[src/rtl/dac_dbuf_pkg.sv]
package dac_dbuf_pkg;

    localparam int CODE_W_DEF = 16;
    localparam int SEG_W_DEF  = 4;

    typedef struct packed {
        logic cs_n;
        logic ld1_n;
        logic upd;
        logic twos;
    } ctl_t;

    typedef enum logic [1:0] {
        RK_HOLD    = 2'd0,
        RK_CAPTURE = 2'd1
    } rank_act_e;

    function automatic rank_act_e first_rank_act(input ctl_t c);
        return (!c.cs_n && !c.ld1_n) ? RK_CAPTURE : RK_HOLD;
    endfunction

    function automatic rank_act_e second_rank_act(input ctl_t c);
        return c.upd ? RK_CAPTURE : RK_HOLD;
    endfunction

endpackage

[src/rtl/dac_dbuf_rank_in.sv]
module dac_dbuf_rank_in
    import dac_dbuf_pkg::*;
#(
    parameter int CODE_W = CODE_W_DEF
) (
    input  logic              clk,
    input  logic              rst,
    input  ctl_t              ctl,
    input  logic [CODE_W-1:0] bus,
    output logic [CODE_W-1:0] held,
    output logic [CODE_W-1:0] nxt
);

    localparam logic [CODE_W-1:0] MSB_MASK = {1'b1, {(CODE_W-1){1'b0}}};

    logic [CODE_W-1:0] conv;

    always_comb begin
        conv = ctl.twos ? (bus ^ MSB_MASK) : bus;
        unique case (first_rank_act(ctl))
            RK_CAPTURE: nxt = conv;
            default:    nxt = held;
        endcase
    end

    always_ff @(posedge clk) begin
        if (rst) begin
            held <= '0;
        end else begin
            held <= nxt;
        end
    end

endmodule

[src/rtl/dac_dbuf_rank_out.sv]
module dac_dbuf_rank_out
    import dac_dbuf_pkg::*;
#(
    parameter int CODE_W = CODE_W_DEF
) (
    input  logic              clk,
    input  logic              rst,
    input  ctl_t              ctl,
    input  logic [CODE_W-1:0] src,
    output logic [CODE_W-1:0] code,
    output logic              moved
);

    logic load;

    always_comb begin
        load = (second_rank_act(ctl) == RK_CAPTURE);
    end

    always_ff @(posedge clk) begin
        if (rst) begin
            code  <= '0;
            moved <= 1'b0;
        end else begin
            moved <= load && (src != code);
            if (load) begin
                code <= src;
            end
        end
    end

endmodule

[src/rtl/dac_dbuf_segdec.sv]
module dac_dbuf_segdec
    import dac_dbuf_pkg::*;
#(
    parameter int CODE_W = CODE_W_DEF,
    parameter int SEG_W  = SEG_W_DEF,
    localparam int LINES = (1 << SEG_W) - 1,
    localparam int BIN_W = CODE_W - SEG_W
) (
    input  logic [CODE_W-1:0] code,
    output logic [LINES-1:0]  seg,
    output logic [BIN_W-1:0]  bin
);

    logic [SEG_W-1:0] top;

    assign top = code[CODE_W-1 -: SEG_W];
    assign bin = code[BIN_W-1:0];

    for (genvar g = 0; g < LINES; g++) begin : g_line
        localparam logic [SEG_W:0] IDX = (SEG_W+1)'(g);
        assign seg[g] = ({1'b0, top} > IDX);
    end

endmodule

[src/rtl/dac_dbuf.sv]
module dac_dbuf
    import dac_dbuf_pkg::*;
#(
    parameter int CODE_W = CODE_W_DEF,
    parameter int SEG_W  = SEG_W_DEF,
    localparam int LINES = (1 << SEG_W) - 1,
    localparam int BIN_W = CODE_W - SEG_W
) (
    input  logic              clk,
    input  logic              rst,
    input  logic [CODE_W-1:0] bus_data,
    input  logic              cs_n,
    input  logic              ld1_n,
    input  logic              upd,
    input  logic              twos_in,
    input  logic              bipolar,
    output logic [CODE_W-1:0] code,
    output logic [LINES-1:0]  seg_lines,
    output logic [BIN_W-1:0]  bin_lines,
    output logic [CODE_W:0]   level,
    output logic              code_chg
);

    localparam logic [CODE_W:0] MID = (CODE_W+1)'(1) << (CODE_W-1);

    ctl_t              ctl;
    logic [CODE_W-1:0] r1_q;
    logic [CODE_W-1:0] r1_d;

    assign ctl = '{cs_n: cs_n, ld1_n: ld1_n, upd: upd, twos: twos_in};

    dac_dbuf_rank_in #(.CODE_W(CODE_W)) u_rin (
        .clk  (clk),
        .rst  (rst),
        .ctl  (ctl),
        .bus  (bus_data),
        .held (r1_q),
        .nxt  (r1_d)
    );

    dac_dbuf_rank_out #(.CODE_W(CODE_W)) u_rout (
        .clk   (clk),
        .rst   (rst),
        .ctl   (ctl),
        .src   (r1_d),
        .code  (code),
        .moved (code_chg)
    );

    dac_dbuf_segdec #(.CODE_W(CODE_W), .SEG_W(SEG_W)) u_dec (
        .code (code),
        .seg  (seg_lines),
        .bin  (bin_lines)
    );

    always_comb begin
        level = bipolar ? ({1'b0, code} - MID) : {1'b0, code};
    end

endmodule

[config.mk]
export PLATFORM = sky130hd
export DESIGN_NAME = dac_dbuf
export DESIGN_NICKNAME = d
export VERILOG_FILES = /design/src/rtl/dac_dbuf_pkg.sv /design/src/rtl/dac_dbuf_rank_in.sv /design/src/rtl/dac_dbuf_rank_out.sv /design/src/rtl/dac_dbuf_segdec.sv /design/src/rtl/dac_dbuf.sv
export SDC_FILE = /design/constraint.sdc
export NUM_CORES = 1
export LEC_CHECK = 0
export ABC_AREA = 0
export BUFFER_PORTS_ARGS = -buffer_cell sky130_fd_sc_hd__buf_2
export CORE_AREA = 2 2 66 68
export DETAILED_ROUTE_END_ITERATION = 10
export DIE_AREA = 0 0 68 70
export GPL_TIMING_DRIVEN = 0
export PLACE_DENSITY = 0.77
export RECOVER_POWER = 50
export SLEW_MARGIN = 20
export SYNTH_ARGS = -nofsm -noshare
export SYNTH_HDL_FRONTEND = slang
export SYNTH_SLANG_ARGS = --single-unit
[constraint.sdc]
create_clock -name clk -period 1.6 [get_ports clk]
set_input_delay 0.16 -clock clk [delete_from_list [all_inputs] [get_ports clk]]
set_output_delay 0.16 -clock clk [all_outputs]
set_load 0.02 [all_outputs]
# Word level (Yosys, flattened, before mapping)

Index checks and enable logic that the tools add are counted.

Input bits: 23
Register bits after elaboration: 33
Output and inout bits: 61
Word-level logic and storage cells: 32

Mux-type cells: 5
Equal/unequal tests: 3
Reductions and logical operators: 4
Bitwise logic cells: 1
Magnitude comparators: 15
Add/sub/neg operators: 1

Operators by type and width:

| operator                                                      | number |
|---|---|
| 2-to-1 mux 16 bit                                             | 2 |
| greater-than comparator 4 bit, second input constant          | 7 |
| 2-to-1 mux 17 bit                                             | 1 |
| subtractor 16 x 16 -> 17 bit, second input constant           | 1 |
| greater-than comparator 4 x 3 -> 1 bit, second input constant | 4 |
| inequality test 16 bit                                        | 1 |
| greater-than comparator 4 x 1 -> 1 bit, second input constant | 2 |
| greater-than comparator 4 x 2 -> 1 bit, second input constant | 2 |
| == test 2 x 1 -> 1 bit, second input constant                 | 2 |
| logical AND 1 bit                                             | 2 |
| logical NOT 1 bit                                             | 2 |
| 2-to-1 mux 1 bit                                              | 2 |
| NOT 1 bit                                                     | 1 |

# Longest topological paths before layout

Gate-level depths: netlist of the first run.

Depth in word-level cells: 7
Gate-level depth with buffers: 6
Depth with buffers taken out: 5

# Modules after synthesis

Synthesis of the first run repeated with hierarchy kept, for this count alone.

Cell total of the unflattened synthesis: 218
Area total of the unflattened synthesis: 1875.5 um^2

Modules (own cells, without submodules):

| module            | area each (um^2) | cells an instance | sequential area each (um^2) | instances |
|---|---|---|---|---|
| dac_dbuf_rank_out | 768.2            | 75                | 340.3                       | 1 |
| dac_dbuf_rank_in  | 744.5            | 89                | 320.3                       | 1 |
| dac_dbuf_segdec   | 230.2            | 36                | 0.0                         | 1 |
| dac_dbuf          | 132.6            | 18                | 0.0                         | 1 |

# Worst setup path after synthesis of the first run

No wires, ideal clock.

Path type: reg2out
From: register u_rout.code[13]
To: output port seg_lines[10]
Data required time: 1.440 ns
Path buffers: 1
Arrival time: 1.437 ns
Cell stages (with the launch flop): 5
Path slack: 0.003 ns
Cells stage by stage: dfxtp_1 clkbuf_1 nor2_1 nor2_1 o21a_1

Cells in the longest elaborated chain, start to end: 1

Ends and longest elaborated chain:

| item                          | RTL line                | text |
|---|---|---|
| from (decl)                   | dac_dbuf_rank_out.sv:10 | `output logic [CODE_W-1:0] code,` |
| from (signal assigned)        | dac_dbuf_rank_out.sv:27 | `code <= src;` |
| greater-than comparator 4 bit | dac_dbuf_segdec.sv:21   | `assign seg[g] = ({1'b0, top} > IDX);` |
| to (decl)                     | dac_dbuf.sv:18          | `output logic [LINES-1:0] seg_lines,` |

Every way passes these cells.

# Worst setup path after layout of the first run

Same ends and word-level chain as after synthesis.

==> run metrics, run 1 <==
status=complete, no violations; share of total power in the clock network=about 30%; Vias=1703; drt drc=0; Worst-Margin Slew=between 0.5 and 0.6 ns; FFs w/ async S/R, synth=0%; Die Footprint=about 0.0048 mm²; Post-Syn Nets=236; antenna viol nets, final=0; core footprint=0.004144 mm²; Comb power frac=around a quarter; Resize count post-CTS=3; pre-CTS WS=-0.1135 ns; Synth Instances=212; final worst clock skew=0.004379 ns; Pleak=approximately 1.1 nW; Placed Area=0.002273 mm²; Crit Path Class=flop to output pin; Routability Congestion=between 0.8 and 0.9; final hold slack=between 0.15 and 0.2 ns; Final Hold Violating Endpoints=0; vias in the first global route=roughly 1.6k; Clock Path Buffers=2; CTS tree=built; most frequent cells in the layout=buf_2 (66), nor2_1 (39), dfxtp_1 (32); setup violators final=0; Total Routing Usage GR=roughly a fifth; sequential share of the synthesized area=between 30% and 40%; largest net degree at the start of global routing=11; ys flop type=dfxtp_1; worst path arrival time=~1.4 ns; WL final=approximately 4300 µm; synthesized cell area=~0.0018 mm²; min-delay worst type=input port to flop; crit path cell chain=clkbuf_4 -> nor2_1 -> nor2_1 -> o21a_1 -> buf_2; hold buffer count at CTS=0; root buffer selected by CTS=clkbuf_8; post-layout min period=1.517 ns; power consumption=about 2.1 mW; fin util=a little under three fifths; drt first pass iters=4; Most common cell on crit path=nor2_1; CP Data Required Time=1.44 ns; # IOs=84; startpoint types=flop; Cell Pwr Density=about 900 mW/mm²; Post-CTS Setup Inserts=0; Vias/cell=4.838; dpl hpwl=approximately 3200 µm; standard-cell rows=24; switching power=642.6 µW; clk sinks=33; number of fillers in the final layout=slightly above 400; maxcap violations=0; detailed-route wire length per cell=around 12 µm; CP max stage delay=0.40 ns; worst vdd ir=about 0.54 mV; antenna cells=0; Die H=70 µm; Reg clk slew, reported paths=around 0.06 ns; Area growth syn-to-layout=29.30%; global-route wire length before repair=~7000 µm; PortBufs=slightly above 80; final instance area=between 0.002 and 0.0025 mm²; Final Max Slew Viols=0; Starting Density=between 40% and 50%; relative slew slack=63.92%; Flop pwr share=44.0%; crit share post-route=94.81%; Remaining Overflow, GRT=0; share of cells above drive strength 1=about 37%; clk_lat worst skew=around 0.28 ns; Crit. End Element=output pin; H-tree levels=2; Iteration-0 DRC Markers=38; chip width=about 70 µm; initial antenna violation count=0; f_max=between 600 and 700 MHz; final worst setup slack=a little over 0.08 ns; Post-synth EDFFs=0; crit path max fanout=10; RSZ-0062 raised after global routing=no; slowest cell on the critical path=dfxtp_1; CTS Buf Count=5; Sw Share=between 30% and 40%; synthesis warning total=0; commonest non-fill, non-tap cell in the layout=buf_2; Mapped Avg Cell Area=approximately 8.5 µm²; Layout Nets=approximately 320; #FFs+latches synth=33; Cell Int Power=1.443 mW; synth unique cells=34
[per-layer routing]
metal / vias to the layer above / GRT usage (%) / wire (µm)
li1: 864 / - / -
met3: 9 / 4.670 / 279
met1: 769 / 21.29 / 1796
met4: 0 / 9.778 / 111
met5: - / 0 / 0
met2: 61 / 33.55 / 2093
[cell usage after synthesis, types with 3 or more instances]
cell type / instances / share of area, %
a211oi_1: 15 / 6.3
a21o_1: 3 / 1.3
a21oi_1: 3 / 0.83
and2_1: 6 / 2.1
buf_4: 27 / 11
clkbuf_1: 11 / 2.3
dfxtp_1: 33 / 37
inv_1: 5 / 1.0
mux2i_1: 6 / 3.3
mux2i_2: 4 / 3.1
nand2_1: 8 / 1.7
nand3_1: 7 / 1.9
nand4b_1: 3 / 1.5
nor2_1: 39 / 8.1
o21ai_0: 5 / 1.4
xnor2_1: 10 / 4.9
xor2_1: 3 / 1.5
[registers in the layout (all words and copies together), names as in the netlist]
signal and flops:
u_rin.held 16, u_rout.code 16, u_rout.moved 1
[worst paths after layout]
path / from / to / slack [ns] / depth (start not counted)
setup / recovery: u_rout.code[13] / seg_lines[10] / 0.08 / 5
hold / removal: bus_data[0] / u_rin.held[0] / 0.17 / 3
setup reg to reg: u_rout.code[12] / u_rout.moved / 0.23 / 4
hold reg to reg: u_rin.held[15] / u_rin.held[15] / 0.54 / 2
[cell type report]
type | instances | area [µm²] | area share, %
inverters | 5 | 18.77 | 0.8073
repair buffers | 82 | 390.4 | 16.79
plain buffers | 40 | 271.5 | 11.68
multi-input cells | 133 | 830.8 | 35.74
flip-flops and latches | 33 | 661.9 | 28.47
clock buffers | 7 | 86.33 | 3.714
well taps | 52 | 65.06 | 2.799
[cell families (layout without fill, tap and decap cells)]
group	Yosys count	after routing	synth area share (%)
simple gates	77	77	21.50
mux	11	11	7.028
xor+xnor	13	13	6.333
buf+inv	46	134	16.14
fa+ha+maj	1	1	0.6958
compound gates	31	31	11.55
flops	33	33	36.74
[power groups by stage]
| stage | combinational [mW] | clock (mW) | sequential (mW) |
|---|---|---|---|
| finish | 0.544 | 0.623 | 0.918 |
| detailed placement | 0.564 | 0 | 0.932 |
| CTS | 0.567 | 0.635 | 0.914 |
| global route | 0.599 | 0.676 | 0.925 |
| floorplan | 0.369 | 0 | 0.956 |
| global placement | 0.556 | 0 | 0.928 |
[worst max-delay path, delay by kind of cell, from the launching register on]
kind	cells	cell delay (ns)
flops	1	0.40
compound gates	1	0.14
buf+inv	2	0.37
simple gates	2	0.17
[stage by stage]
stage	std cells	setup TNS, ns
CTS	353	0
finish	352	0
floorplan	212	0
detailed placement	346	-0.1135
global route	352	0
global placement	346	-0.1116
No activity file was read; power rests on OpenSTA's default activity.
==> run 2: changes to the inputs <==
--- a/config.mk
+++ b/config.mk
@@ -15,2 +15,3 @@
 export RECOVER_POWER = 50
+export SETUP_SLACK_MARGIN = 0.15
 export SLEW_MARGIN = 20
==> constraint.sdc (replaced) <==
create_clock -name clk -period 1.6 [get_ports clk]
set_input_delay 0.24 -clock clk [delete_from_list [all_inputs] [get_ports clk]]
set_output_delay 0.24 -clock clk [all_outputs]
set_load 0.02 [all_outputs]
==> run 2 against run 1 <==
Against the previous run:
- sequential share of layout area down 2.8 points
- count of clock-buffer cells in the layout stayed put
- power grew 13%
- design area increased by 12%
- clock power up 29%
- sequential power hardly changed
- worst hold slack improved by 0.075 ns
- largest cell class unchanged
==> run metrics, run 2 (same netlist as run 1, synthesis figures left out) <==
final worst setup slack=0.08951 ns (+0.006438 ns); vias in the first global route=1564 (-4.9%); Layout Nets=330 (+1.9%); commonest non-fill, non-tap cell in the layout=buf_2; detailed-route wire length per cell=12.78 µm (+5.1%); CTS tree=built; final worst clock skew=0.01078 ns (+0.006401 ns); drt drc=0 (unchanged); Clock Path Buffers=2 (unchanged); Remaining Overflow, GRT=0 (unchanged); standard-cell rows=24 (unchanged); Total Routing Usage GR=19.28% (-0.11 points); chip width=68 µm (unchanged); dpl hpwl=3134 µm (-2.0%); Iteration-0 DRC Markers=87 (+130%); Crit Path Class=input port to flop; Die H=70 µm (unchanged); Worst-Margin Slew=0.5665 ns (+0.02530 ns); pre-CTS WS=-0.2122 ns (-0.09866 ns); largest net degree at the start of global routing=11 (unchanged); Area growth syn-to-layout=45.23%; Starting Density=43.39% (unchanged); root buffer selected by CTS=clkbuf_8; antenna cells=0 (unchanged); status=complete, no violations; Final Hold Violating Endpoints=0 (unchanged); PortBufs=82 (unchanged); crit share post-route=94.41% (-0.40 points); Reg clk slew, reported paths=0.07 ns (about the same); initial antenna violation count=0 (unchanged); power consumption=2.365 mW (+13%); Cell Pwr Density=905.7 mW/mm² (+0.97%); maxcap violations=0 (unchanged); H-tree levels=2 (unchanged); relative slew slack=62.23% (-1.7 points); core footprint=0.004144 mm² (unchanged); Final Max Slew Viols=0 (unchanged); Routability Congestion=0.7507 (-7.5%); Vias/cell=4.922 (+1.7%); CP Data Required Time=1.75 ns (+0.31 ns); setup violators final=0 (unchanged); Placed Cells=346 (unchanged); worst path arrival time=1.66 ns (+0.30 ns); worst vdd ir=0.6989 mV (+29%); CTS Buf Count=5 (unchanged); global-route wire length before repair=6969 µm (-0.98%); # IOs=84 (unchanged); Vias=1767 (+3.8%); Placed Area=0.002280 mm² (+0.28%); Die Footprint=0.004760 mm² (unchanged); post-layout min period=1.510 ns (-0.006438 ns); biggest regs=u_rin.held (16), u_rout.code (16), u_rout.moved (1); drt first pass iters=4 (unchanged); share of cells above drive strength 1=45.28% (+8.6 points); Non-Filler Instances=359 (+2.0%); Crit. End Element=flop; clk sinks=33 (unchanged); Pleak=1.209 nW (+6.1%); RSZ-0062 raised after global routing=yes; fin util=63.01% (+6.9 points); antenna viol nets, final=0 (unchanged); crit path max fanout=10 (unchanged); clk_lat worst skew=0.28 ns (about the same); WL final=4588 µm (+7.2%); final instance area=0.002611 mm² (+12%); min-delay worst type=input port to flop; final hold slack=0.2457 ns (+0.07497 ns); f_max=662.0 MHz (+0.43%); Final TNS setup=0 ns (unchanged); startpoint types=input port; most frequent cells in the layout=buf_2 (56), buf_4 (38), nor2_1 (35)
## run 2: repair_timing
item | 4_1_cts | 5_1_grt
pin swaps | 0 | 2
endpoints found under the setup margin | 17 | 13
buffers inserted | 3 | 2
hold buffers | 0 | 0
gates resized for setup | 16 | 37
## run 2: critical path, stage by stage
cell,delay (ns)
buf_2,0.13
buf_2,0.18
or3b_1,0.42
nand3_1,0.11
nand4b_1,0.12
nor4_2,0.32
a311oi_1,0.14
## run 2: worst paths after layout
check / start / end / cells after the start / slack (ns)
worst max-delay path: cs_n / u_rout.moved / 7 / 0.09
worst min-delay path: bus_data[13] / u_rin.held[13] / 3 / 0.25
worst max register to register: u_rout.code[12] / u_rout.moved / 5 / 0.19
worst min register to register: u_rin.held[10] / u_rin.held[10] / 2 / 0.54
## run 2: power breakdown
part	switching [mW]	internal, mW	total (mW)
clock	0.296	0.508	0.803
combinational	0.354	0.293	0.647
sequential	0.0472	0.868	0.915
## run 2: final cells by class
cell class,count,area [µm²]
well taps,52,65.06
multi-input cells,133,970.9
clock inverters,1,30.03
clock buffers,7,86.33
fillers,344,1533
plain buffers,41,305.3
repair buffers,87,462.9
flip-flops and latches,33,669.4
inverters,5,21.27
## run 2: routing by layer
metal,vias to the layer above,GRT usage (%),wire [µm]
li1,874,-,-
met1,819,23.00,1866
met2,64,31.61,2334
met3,10,4.670,298
met4,0,9.333,90
met5,-,0,0
